## src/rtl/fss_pkg.sv

```systemverilog
package fss_pkg;

  typedef enum logic [2:0] {
    CMD_NOP      = 3'd0,
    CMD_PROG     = 3'd1,
    CMD_ERASE    = 3'd2,
    CMD_SUSP     = 3'd3,
    CMD_RESUME   = 3'd4,
    CMD_CLR      = 3'd5,
    CMD_RD_ARRAY = 3'd6,
    CMD_RD_STAT  = 3'd7
  } cmd_e;

  localparam int SR_READY = 7;
  localparam int SR_ESUSP = 6;
  localparam int SR_EERR  = 5;
  localparam int SR_PERR  = 4;
  localparam int SR_PSUSP = 2;

  localparam int OP_PRG = 0;
  localparam int OP_ERS = 1;
  localparam int N_OPS  = 2;

  function automatic logic [7:0] pack_status(input logic ready, input logic esusp,
                                             input logic eerr, input logic perr,
                                             input logic psusp);
    logic [7:0] s;
    s           = 8'h00;
    s[SR_READY] = ready;
    s[SR_ESUSP] = esusp;
    s[SR_EERR]  = eerr;
    s[SR_PERR]  = perr;
    s[SR_PSUSP] = psusp;
    return s;
  endfunction

  function automatic int cnt_width(input int a, input int b);
    int m;
    m = (a > b) ? a : b;
    return $clog2(m + 1);
  endfunction

endpackage

```

## src/rtl/fss_op_timer.sv

```systemverilog
module fss_op_timer #(
  parameter int CW  = 5,
  parameter int DUR = 8
) (
  input  logic          clk,
  input  logic          rst_n,
  input  logic          start,
  input  logic          run,
  output logic [CW-1:0] rem,
  output logic          done
);

  assign done = run && (rem == CW'(1));

  always_ff @(posedge clk) begin
    if (!rst_n)     rem <= '0;
    else if (start) rem <= CW'(DUR);
    else if (run)   rem <= rem - CW'(1);
  end

  AST_TIMER_NO_UNDERFLOW: assert property (@(posedge clk) disable iff (!rst_n)
    run |-> (rem != '0));

  AST_TIMER_FROZEN: assert property (@(posedge clk) disable iff (!rst_n)
    (!run && !start) |=> $stable(rem));

endmodule

```

## src/rtl/fss_cmd_check.sv

```systemverilog
module fss_cmd_check
  import fss_pkg::*;
#(
  parameter int BLK_W = 4
) (
  input  logic             cmd_valid,
  input  cmd_e             cmd,
  input  logic [BLK_W-1:0] blk,
  input  logic             ers_act,
  input  logic             ers_susp,
  input  logic             prg_act,
  input  logic             prg_susp,
  input  logic [BLK_W-1:0] ers_blk,
  output logic             acc_prog,
  output logic             rej_prog,
  output logic             acc_erase,
  output logic             rej_erase,
  output logic             susp_prg,
  output logic             susp_ers,
  output logic             res_prg,
  output logic             res_ers,
  output logic             clr_err
);

  logic running;
  logic is_prog, is_erase, is_susp, is_res;
  logic prog_legal, erase_legal;

  always_comb begin
    running  = (prg_act && !prg_susp) || (ers_act && !ers_susp);
    is_prog  = cmd_valid && (cmd == CMD_PROG);
    is_erase = cmd_valid && (cmd == CMD_ERASE);
    is_susp  = cmd_valid && (cmd == CMD_SUSP);
    is_res   = cmd_valid && (cmd == CMD_RESUME);

    prog_legal  = !running && !prg_act && !(ers_act && (blk == ers_blk));
    erase_legal = !ers_act && !prg_act;

    acc_prog  = is_prog && prog_legal;
    rej_prog  = is_prog && !prog_legal;
    acc_erase = is_erase && erase_legal;
    rej_erase = is_erase && !erase_legal;

    susp_prg  = is_susp && prg_act && !prg_susp;
    susp_ers  = is_susp && ers_act && !ers_susp && !prg_act;

    res_prg   = is_res && prg_susp;
    res_ers   = is_res && ers_susp && !prg_act;

    clr_err   = cmd_valid && (cmd == CMD_CLR);
  end

endmodule

```

## src/rtl/flash_susp_seq.sv

```systemverilog
module flash_susp_seq
  import fss_pkg::*;
#(
  parameter int BLK_W   = 4,
  parameter int PRG_CYC = 6,
  parameter int ERS_CYC = 24
) (
  input  logic             clk,
  input  logic             rst_n,
  input  logic             cmd_valid,
  input  logic [2:0]       cmd_code,
  input  logic [BLK_W-1:0] cmd_blk,
  input  logic [BLK_W-1:0] rd_blk,
  output logic             busy,
  output logic             suspended,
  output logic [7:0]       status,
  output logic             read_mode,
  output logic             rd_allow
);

  localparam int CW = cnt_width(PRG_CYC, ERS_CYC);

  cmd_e cmd;
  assign cmd = cmd_e'(cmd_code);

  logic             ers_act, ers_susp, prg_act, prg_susp;
  logic [BLK_W-1:0] ers_blk, prg_blk;
  logic             err_ers, err_prg, mode_stat;

  logic acc_prog, rej_prog, acc_erase, rej_erase;
  logic susp_prg, susp_ers, res_prg, res_ers, clr_err;

  logic [N_OPS-1:0] op_start, op_run, op_done;
  logic [CW-1:0]    op_rem [N_OPS];

  logic prg_running, ers_running, prg_done, ers_done;

  fss_cmd_check #(.BLK_W(BLK_W)) chk_i (
    .cmd_valid (cmd_valid),
    .cmd       (cmd),
    .blk       (cmd_blk),
    .ers_act   (ers_act),
    .ers_susp  (ers_susp),
    .prg_act   (prg_act),
    .prg_susp  (prg_susp),
    .ers_blk   (ers_blk),
    .acc_prog  (acc_prog),
    .rej_prog  (rej_prog),
    .acc_erase (acc_erase),
    .rej_erase (rej_erase),
    .susp_prg  (susp_prg),
    .susp_ers  (susp_ers),
    .res_prg   (res_prg),
    .res_ers   (res_ers),
    .clr_err   (clr_err)
  );

  assign prg_running = prg_act && !prg_susp;
  assign ers_running = ers_act && !ers_susp && !prg_act;

  assign op_start[OP_PRG] = acc_prog;
  assign op_start[OP_ERS] = acc_erase;
  assign op_run[OP_PRG]   = prg_running && !susp_prg;
  assign op_run[OP_ERS]   = ers_running && !susp_ers;

  for (genvar g = 0; g < N_OPS; g++) begin : g_timer
    localparam int DUR = (g == OP_PRG) ? PRG_CYC : ERS_CYC;
    fss_op_timer #(.CW(CW), .DUR(DUR)) tmr_i (
      .clk   (clk),
      .rst_n (rst_n),
      .start (op_start[g]),
      .run   (op_run[g]),
      .rem   (op_rem[g]),
      .done  (op_done[g])
    );
  end

  assign prg_done = op_done[OP_PRG];
  assign ers_done = op_done[OP_ERS];

  always_ff @(posedge clk) begin
    if (!rst_n) begin
      prg_act  <= 1'b0;
      prg_susp <= 1'b0;
      prg_blk  <= '0;
    end else begin
      if (acc_prog) begin
        prg_act <= 1'b1;
        prg_blk <= cmd_blk;
      end else if (prg_done) begin
        prg_act <= 1'b0;
      end
      if (susp_prg)     prg_susp <= 1'b1;
      else if (res_prg) prg_susp <= 1'b0;
    end
  end

  always_ff @(posedge clk) begin
    if (!rst_n) begin
      ers_act  <= 1'b0;
      ers_susp <= 1'b0;
      ers_blk  <= '0;
    end else begin
      if (acc_erase) begin
        ers_act <= 1'b1;
        ers_blk <= cmd_blk;
      end else if (ers_done) begin
        ers_act <= 1'b0;
      end
      if (susp_ers)     ers_susp <= 1'b1;
      else if (res_ers) ers_susp <= 1'b0;
    end
  end

  always_ff @(posedge clk) begin
    if (!rst_n) begin
      err_ers <= 1'b0;
      err_prg <= 1'b0;
    end else if (clr_err) begin
      err_ers <= 1'b0;
      err_prg <= 1'b0;
    end else begin
      if (rej_erase) err_ers <= 1'b1;
      if (rej_prog)  err_prg <= 1'b1;
    end
  end

  always_ff @(posedge clk) begin
    if (!rst_n) begin
      mode_stat <= 1'b0;
    end else if (cmd_valid) begin
      if (cmd == CMD_RD_ARRAY)
        mode_stat <= 1'b0;
      else if (cmd == CMD_RD_STAT || cmd == CMD_RESUME)
        mode_stat <= 1'b1;
      else if (acc_prog || acc_erase || susp_prg || susp_ers)
        mode_stat <= 1'b1;
    end
  end

  assign busy      = prg_running || ers_running;
  assign suspended = prg_susp || ers_susp;
  assign status    = pack_status(!busy, ers_susp, err_ers, err_prg, prg_susp);
  assign read_mode = mode_stat;
  assign rd_allow  = !mode_stat && !busy
                     && !(ers_act && (rd_blk == ers_blk))
                     && !(prg_act && (rd_blk == prg_blk));

  AST_READ_SUSP_BLOCK: assert property (@(posedge clk) disable iff (!rst_n)
    ((ers_susp && rd_blk == ers_blk) || (prg_susp && rd_blk == prg_blk)) |-> !rd_allow);

  AST_ERASE_REJ_PSUSP: assert property (@(posedge clk) disable iff (!rst_n)
    (cmd_valid && cmd == CMD_ERASE && prg_susp) |=> (status[SR_EERR] && !busy));

  AST_PROG_IN_ESUSP: assert property (@(posedge clk) disable iff (!rst_n)
    (cmd_valid && cmd == CMD_PROG && ers_susp && !prg_act && cmd_blk != ers_blk) |=> busy);

  AST_NEST_BITS: assert property (@(posedge clk) disable iff (!rst_n)
    (prg_susp && ers_susp) |-> (status[SR_READY] && status[SR_ESUSP] && status[SR_PSUSP]));

  AST_RESUME_MODE: assert property (@(posedge clk) disable iff (!rst_n)
    (cmd_valid && cmd == CMD_RESUME) |=> read_mode);

  AST_RESUME_PRG_FIRST: assert property (@(posedge clk) disable iff (!rst_n)
    (cmd_valid && cmd == CMD_RESUME && prg_susp && ers_susp)
      |=> (busy && status[SR_ESUSP] && !status[SR_PSUSP]));

  AST_IDLE_SUSP_IGNORED: assert property (@(posedge clk) disable iff (!rst_n)
    (cmd_valid && cmd == CMD_SUSP && !busy) |=> $stable(status));

  AST_ERR_STICKY: assert property (@(posedge clk) disable iff (!rst_n)
    ((status[SR_PERR] || status[SR_EERR]) && !(cmd_valid && cmd == CMD_CLR))
      |=> (status[SR_PERR] || status[SR_EERR]));

endmodule

```

## config.mk

```make
export PLATFORM = sky130hd
export DESIGN_NAME = flash_susp_seq
export DESIGN_NICKNAME = d
export VERILOG_FILES = /design/src/rtl/fss_pkg.sv /design/src/rtl/fss_op_timer.sv /design/src/rtl/fss_cmd_check.sv /design/src/rtl/flash_susp_seq.sv
export SDC_FILE = /design/constraint.sdc
export NUM_CORES = 1
export LEC_CHECK = 0
export ABC_CLOCK_PERIOD_IN_PS = 1780
export BUFFER_PORTS_ARGS = -buffer_cell sky130_fd_sc_hd__buf_4
export CAP_MARGIN = 20
export CELL_PAD_IN_SITES_DETAIL_PLACEMENT = 0
export CELL_PAD_IN_SITES_GLOBAL_PLACEMENT = 2
export CORE_UTILIZATION = 30
export CTS_CLUSTER_DIAMETER = 60
export CTS_CLUSTER_SIZE = 12
export DETAILED_ROUTE_END_ITERATION = 8
export GPL_TIMING_DRIVEN = 0
export PLACE_DENSITY = 0.77
export SYNTH_ARGS = -nofsm -noshare
export SYNTH_HDL_FRONTEND = slang
export SYNTH_HIERARCHICAL = 1
export SYNTH_SLANG_ARGS = --single-unit
export TNS_END_PERCENT = 10
```

## constraint.sdc

```tcl
create_clock -name clk -period 1.78 [get_ports clk]
set_input_delay 0.178 -clock clk [delete_from_list [all_inputs] [get_ports clk]]
set_output_delay 0.178 -clock clk [all_outputs]
set_load 0.01 [all_outputs]
```

==> impl_results.md <==
- Outcome: finished, violations left
- Violated checks: negative setup slack
- Fmax: 561 MHz
- Main area contributors after synthesis: dfxtp_1 34%, mux2i_1 7.5%, xor2_1 7.2%, nor2b_1 6.8%, buf_4 4.1%
- Switching part of the total power: between 20% and 30%
- Largest regs: g_timer.tmr_i/rem x10, ers_blk x4, prg_blk x4
- Clk pwr share: ~29%
- Initial DRC count: 43
- Commonest non-fill, non-tap cell in the layout: buf_4
- Longest Clk Path Bufs: 2
- Crit share post-route: 100%
- Die H: around 70 um
- Peak VDD IR: between 0.0003 and 0.0004 V
- Crit end category: flip-flop
- Clock period minus worst slack: about 1.8 ns
- Sequential share of the synthesized area: 34.1%
- Largest reg by FF count: g_timer.tmr_i/rem
- N_diodes: 0
- Placed instance area: ~1700 um2
- Reg2reg path depth: 6
- Vias in the first global route: between 1000 and 1500
- Startpoint types: flip-flop
- CP Launch Point: ers_blk[1]
- Crit-path slowest cell: o41ai_4
- Pint: between 800 and 900 uW
- Layout area overhead: 34.8%
- CTS Buf Count: 3
- Final setup fails: 2
- Leak: about 0.78 nW
- RR Endpoint: g_timer[0].tmr_i/rem[3]
- CP peak stage delay: 0.41 ns
- Synth Register Bits: 25
- Dominant cell type by area after synthesis: dfxtp_1
- Max H-tree Level: 1
- RSZ-0062 raised after global routing: true
- I/O pin cnt: 26
- Synth Warn #: 6
- Buffers added on ports: 22
- Die width: just over 70 um
- Comb power frac: approximately 18%
- RD Place Congestion: around 0.76
- Post-Layout Cell Count: ~260
- Worst Hold Class: in2reg
- Required time worst endpoint: 1.98 ns
- FP Rows: 25
- Initial antenna violation count: 0
- Final hold violations: 0
- Routed via count: 1168
- CTS tree: done
- Cells after Synth: 154
- Routed wire length: between 3 and 4 mm
- Clock Tree Root: clkbuf_8
- Syn_area_per_cell: 9.53 um2
- NumNets Final: roughly 210
- CTS sink count: 25
- Most frequent cells in the layout: 36 x buf_4, 18 x dfxtp_1, 16 x nor2b_1
- Top cell type's share of synthesized area: approximately a third
- GRT overflow: 0
- Slack of the worst reg-to-reg path: -0.002 ns
- Least-Margin Pin Slew: 0.519 ns
- DRC: 0
- Detailed placement HPWL: 2.46 mm
- Sw Pwr: 293 uW
- CP arrival: 1.98 ns
- Slew Limit Headroom: between 60 and 70%
- Pre-CTS worst setup slack: -0.391 ns
- Fillers: about 490
- Clk slew on worst S/H paths: 0.09 ns
- Launch point of the worst reg-to-reg path: ers_blk[1]
- Distinct cell type count after synthesis: 40
- Critical Path, Cell by Cell: xor2_4 -> o41ai_4 -> a211oi_4 -> buf_6 -> or3b_1 -> mux2i_1
- Hold_sp: cmd_blk[3]
- Max-slew violations: 0
- Gr usage total: approximately 14%
- Setup Skew: around 0.0043 ns
- Largest net degree at the start of global routing: 16
- Routed Antenna Nets: 0
- Post-detailed-route wirelength per cell: between 10 and 15 um
- Hold path cells: 3
- Final WS setup: -0.00181 ns
- Fin Setup TNS: -0.00358 ns
- Layout cells sized above 1: between 30% and 40%
- Design area: 1980 um2
- Crit Path Max Fanout: 5
- Vias per Instance: 4.56
- Core area: 4720 um2
- Global-route wire length before repair: between 5 and 6 mm
- Critical path type: reg2reg
- Placed insts: between 200 and 250
- Max FFs per register: 10
- Total Power: 1.14 mW
- Netlist Area Pre-Place: around 1500 um2
- Starting density of the core: a little under a third
- Seq pwr share: between 50% and 60%
- P per Cell Area: between 500 and 600 nW/um2
- Max_cap viols: 0
- Drt pass-1 iters: 4
- Hold path endpoint: ers_blk[3]
- Die area: a little over 5000 um2
- Worst-Skew Late Latency: around 0.26 ns
## how the worst max path moves through the flow
stage | slack [ns] | end
floorplan | 0.0003 | g_timer[1].tmr_i/rem[4]
global placement | -0.30 | g_timer[1].tmr_i/rem[3]
detailed placement | -0.39 | g_timer[1].tmr_i/rem[3]
CTS | -0.24 | read_mode
global route | -0.12 | g_timer[0].tmr_i/rem[3]
finish | -0.002 | g_timer[0].tmr_i/rem[3]
## synth_stat cells, drive strengths merged
cell type / count
clkbuf: 1
nor2: 10
and3: 1
ha: 4
nand3: 1
nand2b: 3
a21boi: 1
dfxtp: 25
inv: 6
buf: 9
conb: 1
xnor2: 4
nand2: 5
a211o: 1
a211oi: 2
nand3b: 3
nor4: 6
and4b: 2
nor2b: 16
o21a: 5
nand4: 1
xor2: 12
o31a: 3
mux2i: 11
or2: 1
or3b: 2
nor4b: 5
and4bb: 1
nor3: 2
o21ai: 1
nor3b: 5
o211a: 1
nand4b: 1
o41ai: 2
## stage by stage
step / hold WS, ns / util, %
final: 0.214 / 41.9
after global routing: 0.211 / 41.9
after CTS: 0.198 / 38.1
after detailed placement: 0.470 / 36.8
after global placement: 0.460 / 36.8
after floorplan: 0.296 / -
## timing repair
item                                    4_1_cts  5_1_grt
hold buffers                                  0        0
hold endpoints to repair                      0        0
pin swaps                                     0       10
endpoints found under the setup margin       18       17
buffers inserted                              0        7
gates resized for setup                       4       23
## logic make-up (layout without fill, tap and decap cells)
family                   Yosys count  count (layout)  share of synthesized area [%]
multiplexers                      11              11                           7.50
flip-flops                        25              25                           34.1
buffers and inverters             16              49                           6.65
AO/OA/AOI/OAI                     16              16                           8.78
other                              1               3                          0.256
adder cells (fa/ha/maj)            4               4                           3.41
AND/OR/NAND/NOR                   65              65                           29.8
XOR/XNOR                          16              16                           9.55
## worst max-delay path: cells and delay by family (launching register included)
kind	cells	cell delay (ns)
AO/OA/AOI/OAI	2	0.55
XOR/XNOR	1	0.16
buffers and inverters	1	0.14
flip-flops	1	0.37
multiplexers	1	0.13
AND/OR/NAND/NOR	1	0.36
## area by class of cell
class | count | area, um2 | area share, %
plain buffers | 10 | 75.1 | 3.80
clock buffers | 4 | 45.0 | 2.28
inverters | 6 | 22.5 | 1.14
multi-input cells | 115 | 1020 | 51.5
flip-flops and latches | 25 | 512 | 25.9
well taps | 67 | 83.8 | 4.24
repair buffers | 29 | 221 | 11.2
## power groups by stage
stage               combinational [mW]  sequential, mW  clock (mW)
floorplan                        0.107           0.609           0
global placement                 0.173           0.613           0
detailed placement               0.177           0.614           0
CTS                              0.179           0.602       0.346
global route                     0.222           0.608       0.375
finish                           0.203           0.604       0.332
## metal layers
layer / track usage, % / wire [um] / vias up
met5: 0 / 0 / -
met4: 3.92 / 19 / 0
met3: 1.81 / 120 / 2
met2: 21.6 / 1540 / 29
met1: 19.5 / 1690 / 540
li1: - / - / 597
No activity file was read; power rests on OpenSTA's default activity.
